<file path="src/rtl/wsw_pkg.sv">
package wsw_pkg;

  localparam int WIN_W  = 32;
  localparam int DATA_W = 32;

  typedef enum logic [2:0] {
    SW_IDLE,
    SW_WRITE,
    SW_READ,
    SW_WAIT,
    SW_DELAY
  } sw_state_e;

  typedef enum logic [2:0] {
    AC_IDLE,
    AC_SWITCH,
    AC_ISSUE,
    AC_WAIT,
    AC_RESP
  } ac_state_e;

  // Window value for a core: index scaled by the slice size, plus base.
  function automatic logic [WIN_W-1:0] win_addr(input logic [WIN_W-1:0] idx,
                                                input logic [WIN_W-1:0] base,
                                                input int unsigned      shift);
    return (idx << shift) + base;
  endfunction

  // Core index recovered from a window value.
  function automatic logic [WIN_W-1:0] win_index(input logic [WIN_W-1:0] val,
                                                 input logic [WIN_W-1:0] base,
                                                 input int unsigned      shift);
    logic [WIN_W-1:0] rel;
    rel = val - base;
    return rel >> shift;
  endfunction

  // All ones of the access width.
  function automatic logic [DATA_W-1:0] width_ones(input logic [1:0] size);
    case (size)
      2'd0:    return 32'h0000_00FF;
      2'd1:    return 32'h0000_FFFF;
      default: return 32'hFFFF_FFFF;
    endcase
  endfunction

  // Bus data cut to the access width.
  function automatic logic [DATA_W-1:0] width_fit(input logic [DATA_W-1:0] data,
                                                  input logic [1:0]        size);
    return data & width_ones(size);
  endfunction

endpackage

</file>
<file path="src/rtl/wsw_delay_timer.sv">
module wsw_delay_timer #(
  parameter int CYCLES = 1000
) (
  input  logic clk,
  input  logic rst_n,
  input  logic start,
  output logic done
);
  localparam int LEN   = (CYCLES < 1) ? 1 : CYCLES;
  localparam int CNT_W = $clog2(LEN + 1);

  logic [CNT_W-1:0] cnt;

  always_ff @(posedge clk) begin
    if (!rst_n) begin
      cnt <= '0;
    end else if (start) begin
      cnt <= CNT_W'(LEN);
    end else if (cnt != '0) begin
      cnt <= cnt - CNT_W'(1);
    end
  end

  assign done = (cnt == CNT_W'(1));

  // once armed, the count only runs down and never reloads on its own.
  assert_timer_down_R3: assert property (@(posedge clk) disable iff (!rst_n)
    (!start && cnt != '0) |=> (cnt == $past(cnt) - CNT_W'(1)));

endmodule

</file>
<file path="src/rtl/wsw_map_cache.sv">
module wsw_map_cache #(
  parameter int CORE_W = 4
) (
  input  logic              clk,
  input  logic              rst_n,
  input  logic [CORE_W-1:0] lookup_idx,
  output logic              hit,
  input  logic              upd_en,
  input  logic [CORE_W-1:0] upd_idx
);
  logic              map_vld;
  logic [CORE_W-1:0] map_idx;

  always_ff @(posedge clk) begin
    if (!rst_n) begin
      map_vld <= 1'b0;
      map_idx <= '0;
    end else if (upd_en) begin
      map_vld <= 1'b1;
      map_idx <= upd_idx;
    end
  end

  assign hit = map_vld && (map_idx == lookup_idx);

  // the record moves only on a confirmed switch.
  assert_map_on_success_R6: assert property (@(posedge clk) disable iff (!rst_n)
    ((map_idx != $past(map_idx)) || (map_vld != $past(map_vld))) |-> $past(upd_en));

endmodule

</file>
<file path="src/rtl/wsw_switch_fsm.sv">
module wsw_switch_fsm
  import wsw_pkg::*;
#(
  parameter int              CORE_W      = 4,
  parameter logic [WIN_W-1:0] ENUM_BASE  = 32'h1800_0000,
  parameter int              SHIFT       = 12,
  parameter int              MAX_RETRIES = 2,
  parameter int              DELAY_CYC   = 1000
) (
  input  logic              clk,
  input  logic              rst_n,
  input  logic              start,
  input  logic [CORE_W-1:0] idx,
  output logic              done,
  output logic              ok,
  output logic              cfg_wr,
  output logic [WIN_W-1:0]  cfg_wdata,
  output logic              cfg_rd,
  input  logic              cfg_rvalid,
  input  logic [WIN_W-1:0]  cfg_rdata
);
  localparam int ATT_W = $clog2(MAX_RETRIES + 2) + 1;

  sw_state_e         st;
  logic [CORE_W-1:0] target;
  logic [ATT_W-1:0]  attempts;
  logic              match;
  logic              give_up;
  logic              tmr_start;
  logic              tmr_done;

  assign match     = win_index(cfg_rdata, ENUM_BASE, SHIFT) ==
                     {{(WIN_W-CORE_W){1'b0}}, target};
  assign give_up   = attempts > ATT_W'(MAX_RETRIES);
  assign cfg_wr    = (st == SW_WRITE);
  assign cfg_rd    = (st == SW_READ);
  assign cfg_wdata = win_addr({{(WIN_W-CORE_W){1'b0}}, target}, ENUM_BASE, SHIFT);
  assign done      = (st == SW_WAIT) && cfg_rvalid && (match || give_up);
  assign ok        = match;
  assign tmr_start = (st == SW_WAIT) && cfg_rvalid && !match && !give_up;

  always_ff @(posedge clk) begin
    if (!rst_n) begin
      st       <= SW_IDLE;
      target   <= '0;
      attempts <= '0;
    end else begin
      case (st)
        SW_IDLE: if (start) begin
          target   <= idx;
          attempts <= '0;
          st       <= SW_WRITE;
        end
        SW_WRITE: st <= SW_READ;
        SW_READ:  st <= SW_WAIT;
        SW_WAIT: if (cfg_rvalid) begin
          if (match || give_up) begin
            st <= SW_IDLE;
          end else begin
            attempts <= attempts + ATT_W'(1);
            st       <= SW_DELAY;
          end
        end
        SW_DELAY: if (tmr_done) st <= SW_WRITE;
        default:  st <= SW_IDLE;
      endcase
    end
  end

  wsw_delay_timer #(.CYCLES(DELAY_CYC)) u_timer (
    .clk   (clk),
    .rst_n (rst_n),
    .start (tmr_start),
    .done  (tmr_done)
  );

  // each window write is followed by a read-back request.
  assert_read_after_write_R2: assert property (@(posedge clk) disable iff (!rst_n)
    cfg_wr |=> cfg_rd);

  // the delay state is held until the timer expires.
  assert_delay_hold_R3: assert property (@(posedge clk) disable iff (!rst_n)
    (st == SW_DELAY && !tmr_done) |=> (st == SW_DELAY));

  // the attempt count never runs past the limit plus one.
  assert_retry_bound_R4: assert property (@(posedge clk) disable iff (!rst_n)
    attempts <= ATT_W'(MAX_RETRIES + 1));

endmodule

</file>
<file path="src/rtl/addr_window_switch.sv">
module addr_window_switch
  import wsw_pkg::*;
#(
  parameter int              CORE_W      = 4,
  parameter int              CORE_SIZE   = 4096,
  parameter logic [31:0]     ENUM_BASE   = 32'h1800_0000,
  parameter int              MAX_RETRIES = 2,
  parameter int              CLK_HZ      = 100_000_000,
  parameter int              DELAY_US    = 10,
  localparam int             OFF_W       = $clog2(CORE_SIZE)
) (
  input  logic              clk,
  input  logic              rst_n,
  input  logic              req_valid,
  output logic              req_ready,
  input  logic [CORE_W-1:0] req_core,
  input  logic              req_write,
  input  logic [1:0]        req_size,
  input  logic [OFF_W-1:0]  req_offset,
  input  logic [31:0]       req_wdata,
  output logic              rsp_valid,
  output logic [31:0]       rsp_rdata,
  output logic              rsp_err,
  output logic              cfg_wr,
  output logic [31:0]       cfg_wdata,
  output logic              cfg_rd,
  input  logic              cfg_rvalid,
  input  logic [31:0]       cfg_rdata,
  output logic              bus_req,
  output logic              bus_write,
  output logic [1:0]        bus_size,
  output logic [OFF_W-1:0]  bus_offset,
  output logic [31:0]       bus_wdata,
  input  logic              bus_ack,
  input  logic [31:0]       bus_rdata
);
  localparam int SHIFT     = OFF_W;
  localparam int DELAY_CYC = (CLK_HZ / 1_000_000) * DELAY_US;

  ac_state_e         st;
  logic [CORE_W-1:0] q_core;
  logic              q_write;
  logic [1:0]        q_size;
  logic [OFF_W-1:0]  q_offset;
  logic [31:0]       q_wdata;
  logic [31:0]       rdata_q;
  logic              err_q;

  // Named internal events
  logic accept;
  logic cache_hit;
  logic sw_start;
  logic sw_done;
  logic sw_ok;
  logic map_upd;

  assign req_ready = (st == AC_IDLE);
  assign accept    = req_valid && req_ready;
  assign sw_start  = accept && !cache_hit;
  assign map_upd   = (st == AC_SWITCH) && sw_done && sw_ok;

  wsw_map_cache #(.CORE_W(CORE_W)) u_cache (
    .clk        (clk),
    .rst_n      (rst_n),
    .lookup_idx (req_core),
    .hit        (cache_hit),
    .upd_en     (map_upd),
    .upd_idx    (q_core)
  );

  wsw_switch_fsm #(
    .CORE_W      (CORE_W),
    .ENUM_BASE   (ENUM_BASE),
    .SHIFT       (SHIFT),
    .MAX_RETRIES (MAX_RETRIES),
    .DELAY_CYC   (DELAY_CYC)
  ) u_switch (
    .clk        (clk),
    .rst_n      (rst_n),
    .start      (sw_start),
    .idx        (req_core),
    .done       (sw_done),
    .ok         (sw_ok),
    .cfg_wr     (cfg_wr),
    .cfg_wdata  (cfg_wdata),
    .cfg_rd     (cfg_rd),
    .cfg_rvalid (cfg_rvalid),
    .cfg_rdata  (cfg_rdata)
  );

  always_ff @(posedge clk) begin
    if (!rst_n) begin
      st       <= AC_IDLE;
      q_core   <= '0;
      q_write  <= 1'b0;
      q_size   <= 2'd0;
      q_offset <= '0;
      q_wdata  <= '0;
      rdata_q  <= '0;
      err_q    <= 1'b0;
    end else begin
      case (st)
        AC_IDLE: if (accept) begin
          q_core   <= req_core;
          q_write  <= req_write;
          q_size   <= req_size;
          q_offset <= req_offset;
          q_wdata  <= req_wdata;
          err_q    <= 1'b0;
          st       <= cache_hit ? AC_ISSUE : AC_SWITCH;
        end
        AC_SWITCH: if (sw_done) begin
          if (sw_ok) begin
            st <= AC_ISSUE;
          end else begin
            err_q   <= 1'b1;
            rdata_q <= q_write ? '0 : width_ones(q_size);
            st      <= AC_RESP;
          end
        end
        AC_ISSUE: st <= AC_WAIT;
        AC_WAIT: if (bus_ack) begin
          rdata_q <= q_write ? '0 : width_fit(bus_rdata, q_size);
          st      <= AC_RESP;
        end
        AC_RESP:  st <= AC_IDLE;
        default:  st <= AC_IDLE;
      endcase
    end
  end

  assign bus_req    = (st == AC_ISSUE);
  assign bus_write  = q_write;
  assign bus_size   = q_size;
  assign bus_offset = q_offset;
  assign bus_wdata  = q_wdata;
  assign rsp_valid  = (st == AC_RESP);
  assign rsp_rdata  = rdata_q;
  assign rsp_err    = err_q;

  // window traffic only happens while an access waits on a switch.
  assert_hit_no_switch_R5: assert property (@(posedge clk) disable iff (!rst_n)
    (cfg_wr || cfg_rd) |-> (st == AC_SWITCH));

  // a failed read answers with all ones of its width.
  assert_fail_ones_R7: assert property (@(posedge clk) disable iff (!rst_n)
    (rsp_valid && rsp_err && !q_write) |-> (rsp_rdata == width_ones(q_size)));

  // a failed access never reaches the bus.
  assert_fail_no_bus_R8: assert property (@(posedge clk) disable iff (!rst_n)
    bus_req |-> !err_q);

  // the response strobe lasts one cycle.
  assert_rsp_pulse_R10: assert property (@(posedge clk) disable iff (!rst_n)
    rsp_valid |=> !rsp_valid);

endmodule

</file>
<file path="config.mk">
export PLATFORM = sky130hd
export DESIGN_NAME = addr_window_switch
export DESIGN_NICKNAME = d
export VERILOG_FILES = /design/src/rtl/wsw_pkg.sv /design/src/rtl/wsw_delay_timer.sv /design/src/rtl/wsw_map_cache.sv /design/src/rtl/wsw_switch_fsm.sv /design/src/rtl/addr_window_switch.sv
export SDC_FILE = /design/constraint.sdc
export NUM_CORES = 1
export LEC_CHECK = 0
export ABC_CLOCK_PERIOD_IN_PS = 2300
export BUFFER_PORTS_ARGS = -buffer_cell sky130_fd_sc_hd__buf_4
export CAP_MARGIN = 20
export CORE_ASPECT_RATIO = 1.4
export CORE_MARGIN = 4
export CORE_UTILIZATION = 42
export CTS_BUF_LIST = sky130_fd_sc_hd__clkbuf_16
export DETAILED_ROUTE_END_ITERATION = 7
export GPL_TIMING_DRIVEN = 0
export HOLD_SLACK_MARGIN = 0.05
export PLACE_DENSITY_LB_ADDON = 0.25
export SLEW_MARGIN = 0
export SYNTH_ARGS = -nofsm -noshare
export SYNTH_HDL_FRONTEND = slang
export SYNTH_SLANG_ARGS = --single-unit
</file>
<file path="constraint.sdc">
create_clock -name clk -period 2.3 [get_ports clk]
set_input_delay 0.46 -clock clk [delete_from_list [all_inputs] [get_ports clk]]
set_output_delay 0.46 -clock clk [all_outputs]
set_load 0.02 [all_outputs]
</file>
==> metrics, run 1 <==
Yosys warnings=0; post-synthesis async set-or-reset flop share=0%; antenna cells=0; Final min period=2220 ps; RePlAce Congestion=roughly 0.9; vias in the first global route=4600; count leader, synth=nand2_1; Remaining DRCs=0; Yosys top cell area share=46.7%; starting density of the core=between 40% and 50%; Design Area, Final=~0.007 sq mm; # port buffers=between 150 and 200; Yosys top cell by area=dfxtp_1; die span in x=98.3 microns; row cnt=45; Worst setup SP type=input port; Final Hold Fails=0; nets=around 960; Max-slew headroom=41.1%; # IOs=237; CTS tree=built; H-tree levels=3; total CTS buffers=9; Gate Count Post-Synth=599; fillers=984; Primary FF master, synth=dfxtp_1; All-Layer GR Usage=19.9%; FMAX=450 MHz; die height=134 microns; CP Class=in -> reg; top cells by count, synth=145 x nand2_1, 112 x dfxtp_1, 66 x a21oi_1; detailed-route wire length per cell=14.0 microns; dpl ws=-363 ps; core outline area=0.0110 sq mm; total negative slack=0 ps; worst path cell trace=buf_4 > ha_4 > nor4_2 > nand2_1 > or4_4 > buf_6 > o2bb2ai_1 > buf_4 > buf_4 > o211ai_1 > o21ai_0; vias=about 4800; gr ovfl total=0; Reg clk slew, reported paths=70 ps; Crit. End Element=flip-flop; CTS root buf=clkbuf_16; crit-path most repeated cell=buf_4; Min-Delay Path Class=in -> reg; post-layout util=62.3%; top cells by area, synth=dfxtp_1 47%, nand2_1 11%, a21oi_1 6.9%; routed vias/inst=4.90; family with the most delay on the worst path=simple AND/OR/NAND/NOR gates; Yosys reg bits=approximately 110; Yosys cell types=44; max incr delay on CP=430 ps; clk_lat worst skew=between 300 and 400 ps; largest net degree at the start of global routing=18; final setup margin=79.4 ps; router iterations before antenna repair=4; first-pass GRT wire length=21400 microns; leakage power=3.09 nW; Placed Area=roughly 0.0066 sq mm; Final Cycle Share=96.5%; Mapped Area=around 0.0048 sq mm; CP max-delay cell=or4_4; MaxCap Viol Count=0; VDD IR-drop max=about 0.00039 V; DRC marker count from the first detailed-route iteration=183; Crit Path Max Fanout=10; worst-margin pin slew=876 ps; initial antenna violation count=0; Data required, critical path=about 2500 ps; die area=0.0132 sq mm; Buf/Inv on CP=4; Setup Skew=6.09 ps; Final ANT Viol Nets=0; detailed-route wire length=13700 microns; max-slew violation count=0; DP HPWL=between 10000 and 15000 microns; Pwr Density=695 mW/mm^2; status=completed; Post-synth EDFFs=0; # clock sinks=112; synthesized area per cell=8.01 sq um; crit path DAT=2440 ps; register area share after synthesis=between 40% and 50%; final setup vio count=0; synthesis-to-finish area growth=43.3%; share of cells above drive strength 1=31.0%; Bufs on Longest Clock Path=2
per-stage QoR:
stage	std cells	hold WS (ps)	power (mW)
floorplan	625	436	2.98
global placement	962	441	3.37
detailed placement	962	447	3.41
CTS	978	349	4.81
global route	979	354	5.04
finish	979	366	4.78
worst reg2reg max path, stage by stage, from the launching register on:
cell	delay, ps
dfxtp_1	300
clkbuf_1	220
nor3_2	380
and2_1	170
clkbuf_1	340
clkbuf_1	390
nand2_1	100
a21oi_1	150
layout by cell type (no fill, tap or decap), drive strengths merged, types with 2 or more instances in the layout:
cell and n:
buf 230, nand2 145, dfxtp 112, a21oi 66
clkbuf 44, nor2 37, o21ai 34, conb 28
o211ai 26, nand3 15, inv 11, xnor2 10
nor3 9, mux2i 8, xor2 6, nor3b 5
ha 5, nor4 5, nand2b 4, clkinv 4
nand4 3, nand3b 3, and2 3, o41ai 3
or4 3, a211oi 2, a31oi 2, o2111a 2
or3b 2
report_power, final:
group	total [mW]	switching [mW]	leakage [nW]	internal, mW
Combinational	1.21	0.670	2.04	0.537
Clock	1.40	0.673	0.134	0.725
Sequential	2.17	0.0965	0.913	2.08
Total	4.78	1.44	3.09	3.34
state kept, by name, indices dropped and copies added (netlist names), 4 cells and up:
name                  count
bus_offset               12
u_switch.u_timer.cnt     10
q_core                    4
bus_wdata                32
u_cache.map_idx           4
rsp_rdata                32
u_switch.target           4
worst paths after layout:
check | startpoint | to | slack (ps) | cells after the start
setup / recovery | cfg_rdata[27] | rsp_rdata[24] | 80 | 11
hold / removal | req_offset[11] | bus_offset[11] | 370 | 3
setup reg to reg | st[1] | bus_offset[6] | 180 | 7
hold reg to reg | bus_offset[7] | bus_offset[7] | 460 | 2
repair_timing:
| item | 4_1_cts | 5_1_grt |
|---|---|---|
| buffers inserted | 0 | 1 |
| gates resized for setup | 3 | 12 |
| pin swaps | 0 | 1 |
| hold endpoints to repair | 0 | 0 |
| endpoints found under the setup margin | 28 | 75 |
| hold buffers | 0 | 0 |
metal layers:
layer | wire [microns] | part of all wire (%) | vias to the layer above | global-route usage [%]
met2 | 6870 | 50 | 179 | 35.3
met4 | 299 | 2.2 | 0 | 8.58
met1 | 5400 | 39 | 2164 | 21.9
li1 | - | - | 2433 | -
met5 | 0 | 0 | - | 0
met3 | 1170 | 8.5 | 23 | 5.84
cell families after synthesis:
group                      after synthesis  synth area share (%)
and+or+nand+nor                        239                  21.8
AOI/OAI and AO/OA                      140                  17.1
DFF                                    112                  46.7
buffers and inverters                   77                  8.35
xor gates and xnor gates                16                  2.92
muxes                                    8                  1.67
adders and majority gates                5                  1.30
other                                    2                 0.157
cell type report:
cell class	instances	area, sq um	share of cell area (%)
multi-input combinational	436	2290	33.4
sequential	112	2240	32.6
timing repair buffer	197	1480	21.5
buffer	68	387	5.62
clock buffer	9	225	3.28
tap	141	176	2.57
clock inverter	7	38.8	0.564
inverter	9	33.8	0.491
No activity file was read; power rests on OpenSTA's default activity.
==> run 2: changes to the inputs <==
--- a/config.mk
+++ b/config.mk
@@ -9,7 +9,6 @@
 export BUFFER_PORTS_ARGS = -buffer_cell sky130_fd_sc_hd__buf_4
 export CAP_MARGIN = 20
 export CORE_ASPECT_RATIO = 1.4
-export CORE_MARGIN = 4
 export CORE_UTILIZATION = 42
 export CTS_BUF_LIST = sky130_fd_sc_hd__clkbuf_16
 export DETAILED_ROUTE_END_ITERATION = 7
==> run 2 against run 1 <==
Final area grew 1.1%. Die area down 10%. Fmax decreased by 0.97%. Non-clock buffer count grew 1. Cell count up 0.10%.
==> metrics, run 2 (synthesis gave the netlist of run 1 again) <==
Final ANT Viol Nets=0 (unchanged); Data required, critical path=2510 ps (about the same); most common cell after layout, fill and taps aside=buf_4; DP HPWL=10200 microns (-5.9%); routed vias/inst=4.89 (-0.25%); antenna cells=0 (unchanged); share of cells above drive strength 1=31.6% (+0.56 points); status=completed; largest net degree at the start of global routing=18 (unchanged); # clock sinks=112 (unchanged); final setup margin=57.7 ps (-21.7 ps); vias in the first global route=4571 (-0.63%); most frequent cells in the layout=228 x buf_4, 144 x nand2_1, 112 x dfxtp_1, 66 x a21oi_1, 37 x nor2_1; Crit Path Max Fanout=9 (-1); synthesis-to-finish area growth=44.9%; DRC marker count from the first detailed-route iteration=152 (-17%); die height=128 microns (-4.5%); All-Layer GR Usage=21.9% (+2.0 points); max-slew violation count=0 (unchanged); dpl ws=-425 ps (-62.7 ps); Bufs on Longest Clock Path=2 (unchanged); clk_lat worst skew=340 ps (about the same); core outline area=0.0110 sq mm (-0.51%); starting density of the core=43.7% (+0.22 points); worst-margin pin slew=901 ps (+24.8 ps); Pwr Density=723 mW/mm^2 (+4.1%); placed insts=962 (unchanged); Final min period=2240 ps (+21.7 ps); Max-slew headroom=39.5% (-1.7 points); detailed-route wire length per cell=13.6 microns (-3.0%); detailed-route wire length=13300 microns (-2.9%); Placed Area=0.00657 sq mm (unchanged); Post-CTS Hold Buffers=0 (unchanged); final setup vio count=0 (unchanged); total negative slack=0 ps (unchanged); RePlAce Congestion=0.820 (-6.7%); initial antenna violation count=0 (unchanged); fillers=983 (-0.10%); Crit. End Element=flip-flop; CTS root buf=clkbuf_16; MaxCap Viol Count=0 (unchanged); VDD IR-drop max=0.000482 V (+24%); Worst setup SP type=input port; vias=4792 (-0.15%); Tot Pwr=5.03 mW (+5.2%); nets=959 (+0.10%); FMAX=446 MHz (-0.97%); fin cells=980 (+0.10%); CTS tree=built; crit path DAT=2450 ps (about the same); Final Hold Fails=0 (unchanged); first-pass GRT wire length=21000 microns (-1.8%); router iterations before antenna repair=4 (unchanged); Final Cycle Share=97.5% (+0.94 points); # IOs=237 (unchanged); H-tree levels=3 (unchanged); leakage power=3.12 nW (+1.0%); die span in x=92.3 microns (-6.1%); final hold slack=359 ps (-6.31 ps); row cnt=45 (unchanged); total CTS buffers=9 (unchanged); Design Area, Final=0.00695 sq mm (+1.1%); gr ovfl total=0 (unchanged); post-layout util=63.3% (+1.0 points); Setup Skew=9.26 ps (+3.18 ps); die area=0.0119 sq mm (-10%); # port buffers=196 (unchanged); Min-Delay Path Class=in -> reg; Reg clk slew, reported paths=70 ps (about the same); CP Class=in -> reg; Remaining DRCs=0 (unchanged)
## run 2: cell count changes in the layout (fill, tap and decap cells not counted)
cell / change
bufinv_16: +2
nor4_2: -1
o21ai_1: -2
o2bb2ai_2: +1
clkbuf_2: +1
inv_1: -1
buf_2: +1
o21ai_0: +2
nor4_4: +1
nor4b_1: -1
o2bb2ai_1: -1
clkbuf_1: -1
inv_6: -1
nor4b_2: +1
## run 2: worst paths after layout
kind	start	endpoint	slack [ps]	depth (start not counted)
max	cfg_rdata[27]	st[0]	60	9
min	req_size[0]	bus_size[0]	360	3
min reg2reg	bus_wdata[25]	bus_wdata[25]	450	2
max reg2reg	u_switch.st[1]	rsp_rdata[16]	150	9
## run 2: repair_timing
item	4_1_cts	5_1_grt
cloned	0	1
resized for setup	6	13
pin swaps	0	0
endpoints found under the setup margin	27	85
setup buffers	0	1
## run 2: critical path, stage by stage
cell and delay [ps]:
buf_4 130, ha_4 240, nor4_4 250, nand2_1 80, or4_4 430, buf_6 160
nor2b_1 120, o41ai_1 420, a31oi_1 160
## run 2: final cells by class
cell class                      instances  area, sq um  area share (%)
Multi-Input combinational cell        436         2310            33.3
Sequential cell                       112         2240            32.3
Timing Repair Buffer                  198         1480            21.4
Buffer                                 68          388            5.58
Clock buffer                            9          225            3.24
Tap cell                              141          176            2.54
Clock inverter                          7         86.3            1.24
Inverter                                9         33.8           0.486
## run 2: power breakdown
| group | leakage, nW | switching (mW) | internal, mW |
|---|---|---|---|
| clock | 0.153 | 0.699 | 0.946 |
| sequential | 0.913 | 0.0930 | 2.08 |
| combinational | 2.06 | 0.678 | 0.535 |
| total | 3.12 | 1.47 | 3.56 |
## run 2: metal layers
layer / track usage (%) / vias up / part of all wire (%) / wire length, microns
met5: 0 / - / 0 / 0
met4: 6.43 / 0 / 1.4 / 193
met3: 5.14 / 16 / 6.3 / 834
met2: 40.3 / 170 / 51 / 6800
met1: 24.9 / 2170 / 41 / 5510
li1: - / 2436 / - / -
